<file path="src/rtl/sbc_pkg.sv">
package sbc_pkg;
    localparam int REG_W        = 5;
    localparam int SEL_W        = 2;
    localparam int CHR_MODE_BIT = 4;
    localparam int PRG_MODE_HI  = 3;
    localparam int PRG_MODE_LO  = 2;
    localparam logic [REG_W-1:0] CTRL_RESET = 5'h0C;

    typedef enum logic [SEL_W-1:0] {
        SEL_CTRL = 2'd0,
        SEL_CHRA = 2'd1,
        SEL_CHRB = 2'd2,
        SEL_PRG  = 2'd3
    } sbc_sel_e;

    typedef struct packed {
        logic [REG_W-1:0] ctrl;
        logic [REG_W-1:0] chra;
        logic [REG_W-1:0] chrb;
        logic [REG_W-1:0] prg;
    } sbc_regs_t;

    typedef struct packed {
        logic [REG_W-1:0] prg_lo;
        logic [REG_W-1:0] prg_hi;
        logic [REG_W-1:0] chr_lo;
        logic [REG_W-1:0] chr_hi;
    } sbc_banks_t;
endpackage

</file>
<file path="src/rtl/sbc_serial_loader.sv">
module sbc_serial_loader
    import sbc_pkg::*;
#(
    parameter int DATA_W = 8
) (
    input  logic             clk,
    input  logic             rst_n,
    input  logic             wr_i,
    input  logic [DATA_W-1:0] data_i,
    input  logic [SEL_W-1:0] sel_i,
    output logic             commit_o,
    output logic [REG_W-1:0] commit_val_o,
    output logic [SEL_W-1:0] commit_sel_o,
    output logic             escape_o
);
    localparam int LEFT_W = $clog2(REG_W + 1);
    localparam logic [LEFT_W-1:0] LEFT_LOAD = LEFT_W'(REG_W);

    typedef struct packed {
        logic [REG_W-1:0]  acc;
        logic [LEFT_W-1:0] left;
    } ld_state_t;

    ld_state_t st_d, st_q;
    logic [REG_W-1:0] shifted;

    always_comb begin
        st_d         = st_q;
        commit_o     = 1'b0;
        escape_o     = 1'b0;
        shifted      = {data_i[0], st_q.acc[REG_W-1:1]};
        commit_val_o = shifted;
        commit_sel_o = sel_i;
        if (wr_i) begin
            if (data_i[DATA_W-1]) begin
                escape_o  = 1'b1;
                st_d.acc  = '0;
                st_d.left = LEFT_LOAD;
            end else begin
                st_d.acc = shifted;
                if (st_q.left == LEFT_W'(1)) begin
                    commit_o  = 1'b1;
                    st_d.left = LEFT_LOAD;
                end else begin
                    st_d.left = st_q.left - LEFT_W'(1);
                end
            end
        end
    end

    always_ff @(posedge clk or negedge rst_n) begin
        if (!rst_n) begin
            st_q.acc  <= '0;
            st_q.left <= LEFT_LOAD;
        end else begin
            st_q <= st_d;
        end
    end

    p_left_in_range_r3: assert property (@(posedge clk) disable iff (!rst_n)
        (st_q.left != '0) && (st_q.left <= LEFT_LOAD));

    p_escape_reload_r3: assert property (@(posedge clk) disable iff (!rst_n)
        (wr_i && data_i[DATA_W-1]) |=> (st_q.left == LEFT_LOAD) && (st_q.acc == '0));

    p_idle_holds_r2: assert property (@(posedge clk) disable iff (!rst_n)
        !wr_i |=> $stable(st_q));

    p_commit_reloads_r6: assert property (@(posedge clk) disable iff (!rst_n)
        commit_o |=> st_q.left == LEFT_LOAD);
endmodule

</file>
<file path="src/rtl/sbc_reg_bank.sv">
module sbc_reg_bank
    import sbc_pkg::*;
(
    input  logic             clk,
    input  logic             rst_n,
    input  logic             commit_i,
    input  logic [SEL_W-1:0] sel_i,
    input  logic [REG_W-1:0] val_i,
    input  logic             escape_i,
    output sbc_regs_t        regs_q_o,
    output sbc_regs_t        regs_d_o
);
    sbc_regs_t regs_d, regs_q;

    always_comb begin
        regs_d = regs_q;
        if (escape_i) begin
            regs_d.ctrl[PRG_MODE_HI:PRG_MODE_LO] = 2'b11;
        end
        if (commit_i) begin
            case (sbc_sel_e'(sel_i))
                SEL_CTRL: regs_d.ctrl = val_i;
                SEL_CHRA: regs_d.chra = val_i;
                SEL_CHRB: regs_d.chrb = val_i;
                default:  regs_d.prg  = val_i;
            endcase
        end
    end

    always_ff @(posedge clk or negedge rst_n) begin
        if (!rst_n) begin
            regs_q.ctrl <= CTRL_RESET;
            regs_q.chra <= '0;
            regs_q.chrb <= '0;
            regs_q.prg  <= '0;
        end else begin
            regs_q <= regs_d;
        end
    end

    assign regs_q_o = regs_q;
    assign regs_d_o = regs_d;

    p_escape_forces_mode_r4: assert property (@(posedge clk) disable iff (!rst_n)
        escape_i |=> regs_q.ctrl[PRG_MODE_HI:PRG_MODE_LO] == 2'b11);

    p_escape_keeps_rest_r4: assert property (@(posedge clk) disable iff (!rst_n)
        (escape_i && !commit_i) |=> ($stable(regs_q.ctrl[1:0]) && $stable(regs_q.ctrl[CHR_MODE_BIT])
                                     && $stable(regs_q.prg)));

    p_prg_target_r6: assert property (@(posedge clk) disable iff (!rst_n)
        (commit_i && sel_i == SEL_PRG) |=> regs_q.prg == $past(val_i));

    p_ctrl_untouched_r6: assert property (@(posedge clk) disable iff (!rst_n)
        (!escape_i && !(commit_i && sel_i == SEL_CTRL)) |=> $stable(regs_q.ctrl));
endmodule

</file>
<file path="src/rtl/sbc_bank_map.sv">
module sbc_bank_map
    import sbc_pkg::*;
#(
    parameter int CNT_W = 6
) (
    input  logic             clk,
    input  logic             rst_n,
    input  logic             commit_i,
    input  sbc_regs_t        regs_nx_i,
    input  logic [CNT_W-1:0] bank_count_i,
    output sbc_banks_t       banks_o
);
    localparam int NSLOT = 2;

    sbc_regs_t snap_d, snap_q;
    logic [REG_W-1:0] last_bank;
    logic [1:0]       prg_mode;
    logic [REG_W-1:0] chr_slot [NSLOT];

    always_comb begin
        snap_d = snap_q;
        if (commit_i) begin
            snap_d = regs_nx_i;
        end
    end

    always_ff @(posedge clk or negedge rst_n) begin
        if (!rst_n) begin
            snap_q.ctrl <= CTRL_RESET;
            snap_q.chra <= '0;
            snap_q.chrb <= '0;
            snap_q.prg  <= '0;
        end else begin
            snap_q <= snap_d;
        end
    end

    for (genvar i = 0; i < NSLOT; i++) begin : g_chr_slot
        always_comb begin
            if (snap_q.ctrl[CHR_MODE_BIT]) begin
                chr_slot[i] = (i == 0) ? snap_q.chra : snap_q.chrb;
            end else begin
                chr_slot[i] = {snap_q.chra[REG_W-1:1], (i != 0)};
            end
        end
    end

    always_comb begin
        last_bank = REG_W'(bank_count_i - CNT_W'(1));
        prg_mode  = snap_q.ctrl[PRG_MODE_HI:PRG_MODE_LO];
        banks_o.chr_lo = chr_slot[0];
        banks_o.chr_hi = chr_slot[1];
        case (prg_mode)
            2'b10: begin
                banks_o.prg_lo = '0;
                banks_o.prg_hi = snap_q.prg;
            end
            2'b11: begin
                banks_o.prg_lo = snap_q.prg;
                banks_o.prg_hi = last_bank;
            end
            default: begin
                banks_o.prg_lo = {snap_q.prg[REG_W-1:1], 1'b0};
                banks_o.prg_hi = {snap_q.prg[REG_W-1:1], 1'b1};
            end
        endcase
    end

    p_snap_holds_r12: assert property (@(posedge clk) disable iff (!rst_n)
        !commit_i |=> $stable(snap_q));

    p_chr_pair_r8: assert property (@(posedge clk) disable iff (!rst_n)
        !snap_q.ctrl[CHR_MODE_BIT] |-> (banks_o.chr_hi == (banks_o.chr_lo | REG_W'(1)))
                                        && !banks_o.chr_lo[0]);

    p_mode2_low_zero_r10: assert property (@(posedge clk) disable iff (!rst_n)
        (prg_mode == 2'b10) |-> banks_o.prg_lo == '0);

    p_pair_mode_r9: assert property (@(posedge clk) disable iff (!rst_n)
        !prg_mode[1] |-> (banks_o.prg_hi == (banks_o.prg_lo | REG_W'(1))));
endmodule

</file>
<file path="src/rtl/serial_bank_ctrl.sv">
module serial_bank_ctrl
    import sbc_pkg::*;
#(
    parameter int ADDR_W = 16,
    parameter int DATA_W = 8,
    parameter int CNT_W  = 6
) (
    input  logic              clk,
    input  logic              rst_n,
    input  logic [ADDR_W-1:0] cpu_addr,
    input  logic [DATA_W-1:0] cpu_data,
    input  logic              cpu_we,
    input  logic [CNT_W-1:0]  prg_bank_count,
    output logic [REG_W-1:0]  prg_lo_bank,
    output logic [REG_W-1:0]  prg_hi_bank,
    output logic [REG_W-1:0]  chr_lo_bank,
    output logic [REG_W-1:0]  chr_hi_bank,
    output logic [1:0]        mirror_mode
);
    logic             upper_wr;
    logic [SEL_W-1:0] sel;
    logic             commit;
    logic [REG_W-1:0] commit_val;
    logic [SEL_W-1:0] commit_sel;
    logic             escape;
    sbc_regs_t        regs_q;
    sbc_regs_t        regs_nx;
    sbc_banks_t       banks;

    assign upper_wr = cpu_we & cpu_addr[ADDR_W-1];
    assign sel      = cpu_addr[ADDR_W-2 -: SEL_W];

    sbc_serial_loader #(.DATA_W(DATA_W)) u_loader (
        .clk          (clk),
        .rst_n        (rst_n),
        .wr_i         (upper_wr),
        .data_i       (cpu_data),
        .sel_i        (sel),
        .commit_o     (commit),
        .commit_val_o (commit_val),
        .commit_sel_o (commit_sel),
        .escape_o     (escape)
    );

    sbc_reg_bank u_regs (
        .clk      (clk),
        .rst_n    (rst_n),
        .commit_i (commit),
        .sel_i    (commit_sel),
        .val_i    (commit_val),
        .escape_i (escape),
        .regs_q_o (regs_q),
        .regs_d_o (regs_nx)
    );

    sbc_bank_map #(.CNT_W(CNT_W)) u_map (
        .clk          (clk),
        .rst_n        (rst_n),
        .commit_i     (commit),
        .regs_nx_i    (regs_nx),
        .bank_count_i (prg_bank_count),
        .banks_o      (banks)
    );

    assign prg_lo_bank = banks.prg_lo;
    assign prg_hi_bank = banks.prg_hi;
    assign chr_lo_bank = banks.chr_lo;
    assign chr_hi_bank = banks.chr_hi;
    assign mirror_mode = regs_q.ctrl[1:0];

    p_lower_ignored_r2: assert property (@(posedge clk) disable iff (!rst_n)
        (cpu_we && !cpu_addr[ADDR_W-1]) |=> ($stable(mirror_mode) && $stable(chr_lo_bank)
                                             && $stable(chr_hi_bank)));

    p_mirror_on_commit_r7: assert property (@(posedge clk) disable iff (!rst_n)
        (commit && commit_sel == SEL_CTRL) |=> mirror_mode == $past(commit_val[1:0]));
endmodule

</file>
<file path="config.mk">
export PLATFORM = sky130hd
export DESIGN_NAME = serial_bank_ctrl
export DESIGN_NICKNAME = d
export VERILOG_FILES = /design/src/rtl/sbc_pkg.sv /design/src/rtl/sbc_serial_loader.sv /design/src/rtl/sbc_reg_bank.sv /design/src/rtl/sbc_bank_map.sv /design/src/rtl/serial_bank_ctrl.sv
export SDC_FILE = /design/constraint.sdc
export NUM_CORES = 1
export LEC_CHECK = 0
export BUFFER_PORTS_ARGS = -buffer_cell sky130_fd_sc_hd__buf_4
export CORE_ASPECT_RATIO = 0.7
export CORE_MARGIN = 3
export CORE_UTILIZATION = 23
export CTS_CLUSTER_DIAMETER = 40
export DETAILED_ROUTE_END_ITERATION = 7
export PLACE_DENSITY_LB_ADDON = 0.25
export SLEW_MARGIN = 0
export SYNTH_ARGS = -nofsm -noshare
export SYNTH_HDL_FRONTEND = slang
export SYNTH_SLANG_ARGS = --single-unit
</file>
<file path="constraint.sdc">
create_clock -name clk -period 2.3 [get_ports clk]
set_clock_uncertainty 0.15 [all_clocks]
set_input_delay 0.115 -clock clk [delete_from_list [all_inputs] [get_ports clk]]
set_output_delay 0.115 -clock clk [all_outputs]
set_load 0.02 [all_outputs]
</file>
==> impl_metrics.toml <==
[yosys]
ys_types = 28
syn_nets = 252
syn_area_per_cell_um2 = 10.8
syn_inst = 216
synth_top_cell_by_area = "dfrtp_1"
synth_commonest_cells = "o21ai_0, dfrtp_1, mux2i_1, nand2_1, mux2_2"
ys_seq_area_share_pct = 48.8
synth.most_common_cell = "o21ai_0"
async_flop_share_pct = 100
yosysTopAreaCellShare_pct = 42.0
ys_top_cells_by_area = "dfrtp_1, o21ai_0, mux2i_1"
ys_ff_latch = 45
ys.flop_type = "dfrtp_1"
synth_area_um2 = 2320
synth_warnings = 0
synth_edf_count = 0

[cts]
clockBufferDepth = 2
cts_root_buf = "clkbuf_16"
post_cts_buffers = 0
numCtsBuffers = 5
cts.sinks = 45
clk_pin_slew_worst_paths_ns = 0.06
htree_levels = 2
cts_tree = "built"
clk_latency_ns = 0.29

[global_route]
grt_usage_pct = 9.72
grt_max_degree = 46
grt_pass1_wl_um = 8710
antenna_found_initial = 0
grt_pass1_vias = 1632
gr-total-overflow = 0

[route]
vias = 1638
drc = 0
wl_um = 5230
antenna_left = 0
dr.pass1.iters = 4
vias_per_cell = 4.42
routedWlPerCell_um = 14.1
drt_iter0_markers = 50

[floorplanning]
io_pins = 55
die_x_um = 126
fp.dieH_um = 90.1
core_um2 = 9760
die_area_um2 = 11400
num_rows = 30
initial_core_util_pct = 23.8

[timing]
slew_headroom_pct = 60.9
rsz0062_at_grt = "false"
maxSlewViolCount = 0
whs_ns = 0.117
worstMarginPinSlew_ns = 0.587
finalSetupViolCount = 0
min_period_ns = 2.08
post-route-period-util_pct = 90.3
fin_tns_setup_ns = 0
hold_viol = 0
setup_ws_ns = 0.223
max_clock_freq_ghz = 0.481

[setup_path]
cp_top_family = "simple AND/OR/NAND/NOR gates"
critPathRequiredTime_ns = 2.32
critical_path.max_fanout = 8
worstPathArrival_ns = 2.10
cp.depth = 4
end_kind = "flop"
max_stage_delay_ns = 0.57
critPathBufInv = 0
timing.reg2reg.worst_path_depth = 4
startpoint_type = "flop"
crit_slowest_cell = "or3_1"
worstPathCellList = "ha_1 > nand2b_2 > or3_1 > mux2_4"
path_class = "flop to flop"

[layout]
drive_gt1_share_pct = 31.3
area.growth.synth_to_final_pct = 21.7
fin_util_pct = 29.0
area.sequential_um2 = 1130
fillers = 1041
instances_no_fill = 371
antenna_cells = 0
multiInputGateArea_um2 = 1070
fin_area_um2 = 2830
nets = 278

[job]
cap_violations = 0

[placed_design]
placed_cell_area_um2 = 2660
place_hpwl_um = 3650
port_buffers = 34
placedCellCount = 360
pre_cts_ws_ns = 0.140
gp_congestion = 0.701

[pwr]
switching_power_mw = 0.758
leakagePower_nw = 1.36
combPwrFrac_pct = 26.7
powerDensity_nw_per_um2 = 851
irDropWorstVdd_uv = 239
p_sw_share_pct = 31.5
intPower_mw = 1.65
fin_total_pwr_mw = 2.41
p_clk_share_pct = 29.2
p_seq_share_pct = 44.1

[worst_hold_path]
min_path_type = "input pin to flop"
hold_path_depth = 3

[outcome]
status = "finished, final reports clean"
==> final timing paths <==
| path | startpoint | end | slack, ns |
|---|---|---|---|
| worst max-delay path | u_loader.st_q[0] | u_regs.regs_q_o[11] | 0.22 |
| worst min-delay path | cpu_addr[15] | u_loader.st_q[0] | 0.12 |
| worst max register to register | u_loader.st_q[0] | u_regs.regs_q_o[11] | 0.22 |
| worst min register to register | u_map.snap_q[10] | u_map.snap_q[10] | 0.35 |
| max in group asynchronous | rst_n | u_map.snap_q[9] | 1.39 |
| min in group asynchronous | rst_n | asynchronous set/reset pin | 0.19 |
==> kinds of logic (layout without fill, tap and decap cells) <==
kind of cell             after synthesis  count (layout)  synth area share, %
AND/OR/NAND/NOR                       52              52                 12.3
AO/OA/AOI/OAI                         47              47                 10.7
flip-flops                            45              45                 48.8
multiplexers                          40              40                 20.0
buffers and inverters                 26              53                 5.44
adder cells (fa/ha/maj)                3               3                 1.61
XOR/XNOR                               3               3                 1.13
==> placed cells by master, fill, tap and decap left out, types with 2 or more instances in the layout <==
cell	count
o21ai_0	42
dfrtp_1	39
buf_4	38
nand2_1	18
mux2i_1	18
mux2_2	12
mux2_4	10
and2_1	6
nor3_1	6
nand3b_1	6
dfstp_2	6
clkbuf_16	5
inv_1	4
nand2b_1	4
xnor2_1	3
nor2_1	3
or3_1	3
ha_1	3
dlygate4sd3_1	3
a211oi_1	2
clkbuf_1	2
==> metal layers <==
layer | vias to the layer above | global-route usage, % | share of wire [%]
met4 | 0 | 2.68 | 1.1
li1 | 809 | - | -
met1 | 794 | 15.3 | 57
met5 | - | 0 | 0
met2 | 29 | 12.5 | 37
met3 | 6 | 2.97 | 4.2
==> state kept, by name (all words and copies together), names as in the netlist, named ones only <==
signal / flops
u_map.snap_q: 16
u_regs.regs_q_o: 18
u_loader.st_q: 3
u_map.prg_mode: 2
u_loader.commit_val_o: 4
==> power groups by stage <==
stage	Combinational [mW]	Sequential, mW	Clock [mW]
detailed placement	0.645	1.08	0
floorplan	0.440	1.03	0
CTS	0.651	1.06	0.727
global placement	0.641	1.08	0
global route	0.720	1.09	0.761
finish	0.642	1.06	0.703
==> repair_timing <==
action,CTS,global route
endpoints found under the setup margin,0,3
hold buffers,3,0
gates resized for setup,0,1
endpoints found under the hold margin,41,0
==> layout make-up <==
type	count	area share, %
Clock buffer	7	4.69
Clock inverter	1	0.177
Inverter	4	0.531
Multi-Input combinational cell	145	37.7
Sequential cell	45	40.1
Tap cell	128	5.66
Timing Repair Buffer	41	11.1
==> worst reg2reg max path, stage by stage (launching register included) <==
cell	delay, ns
dfstp_2	0.54
ha_1	0.19
nand2b_2	0.15
or3_1	0.58
mux2_4	0.35
(Power assumes the default switching activity.)
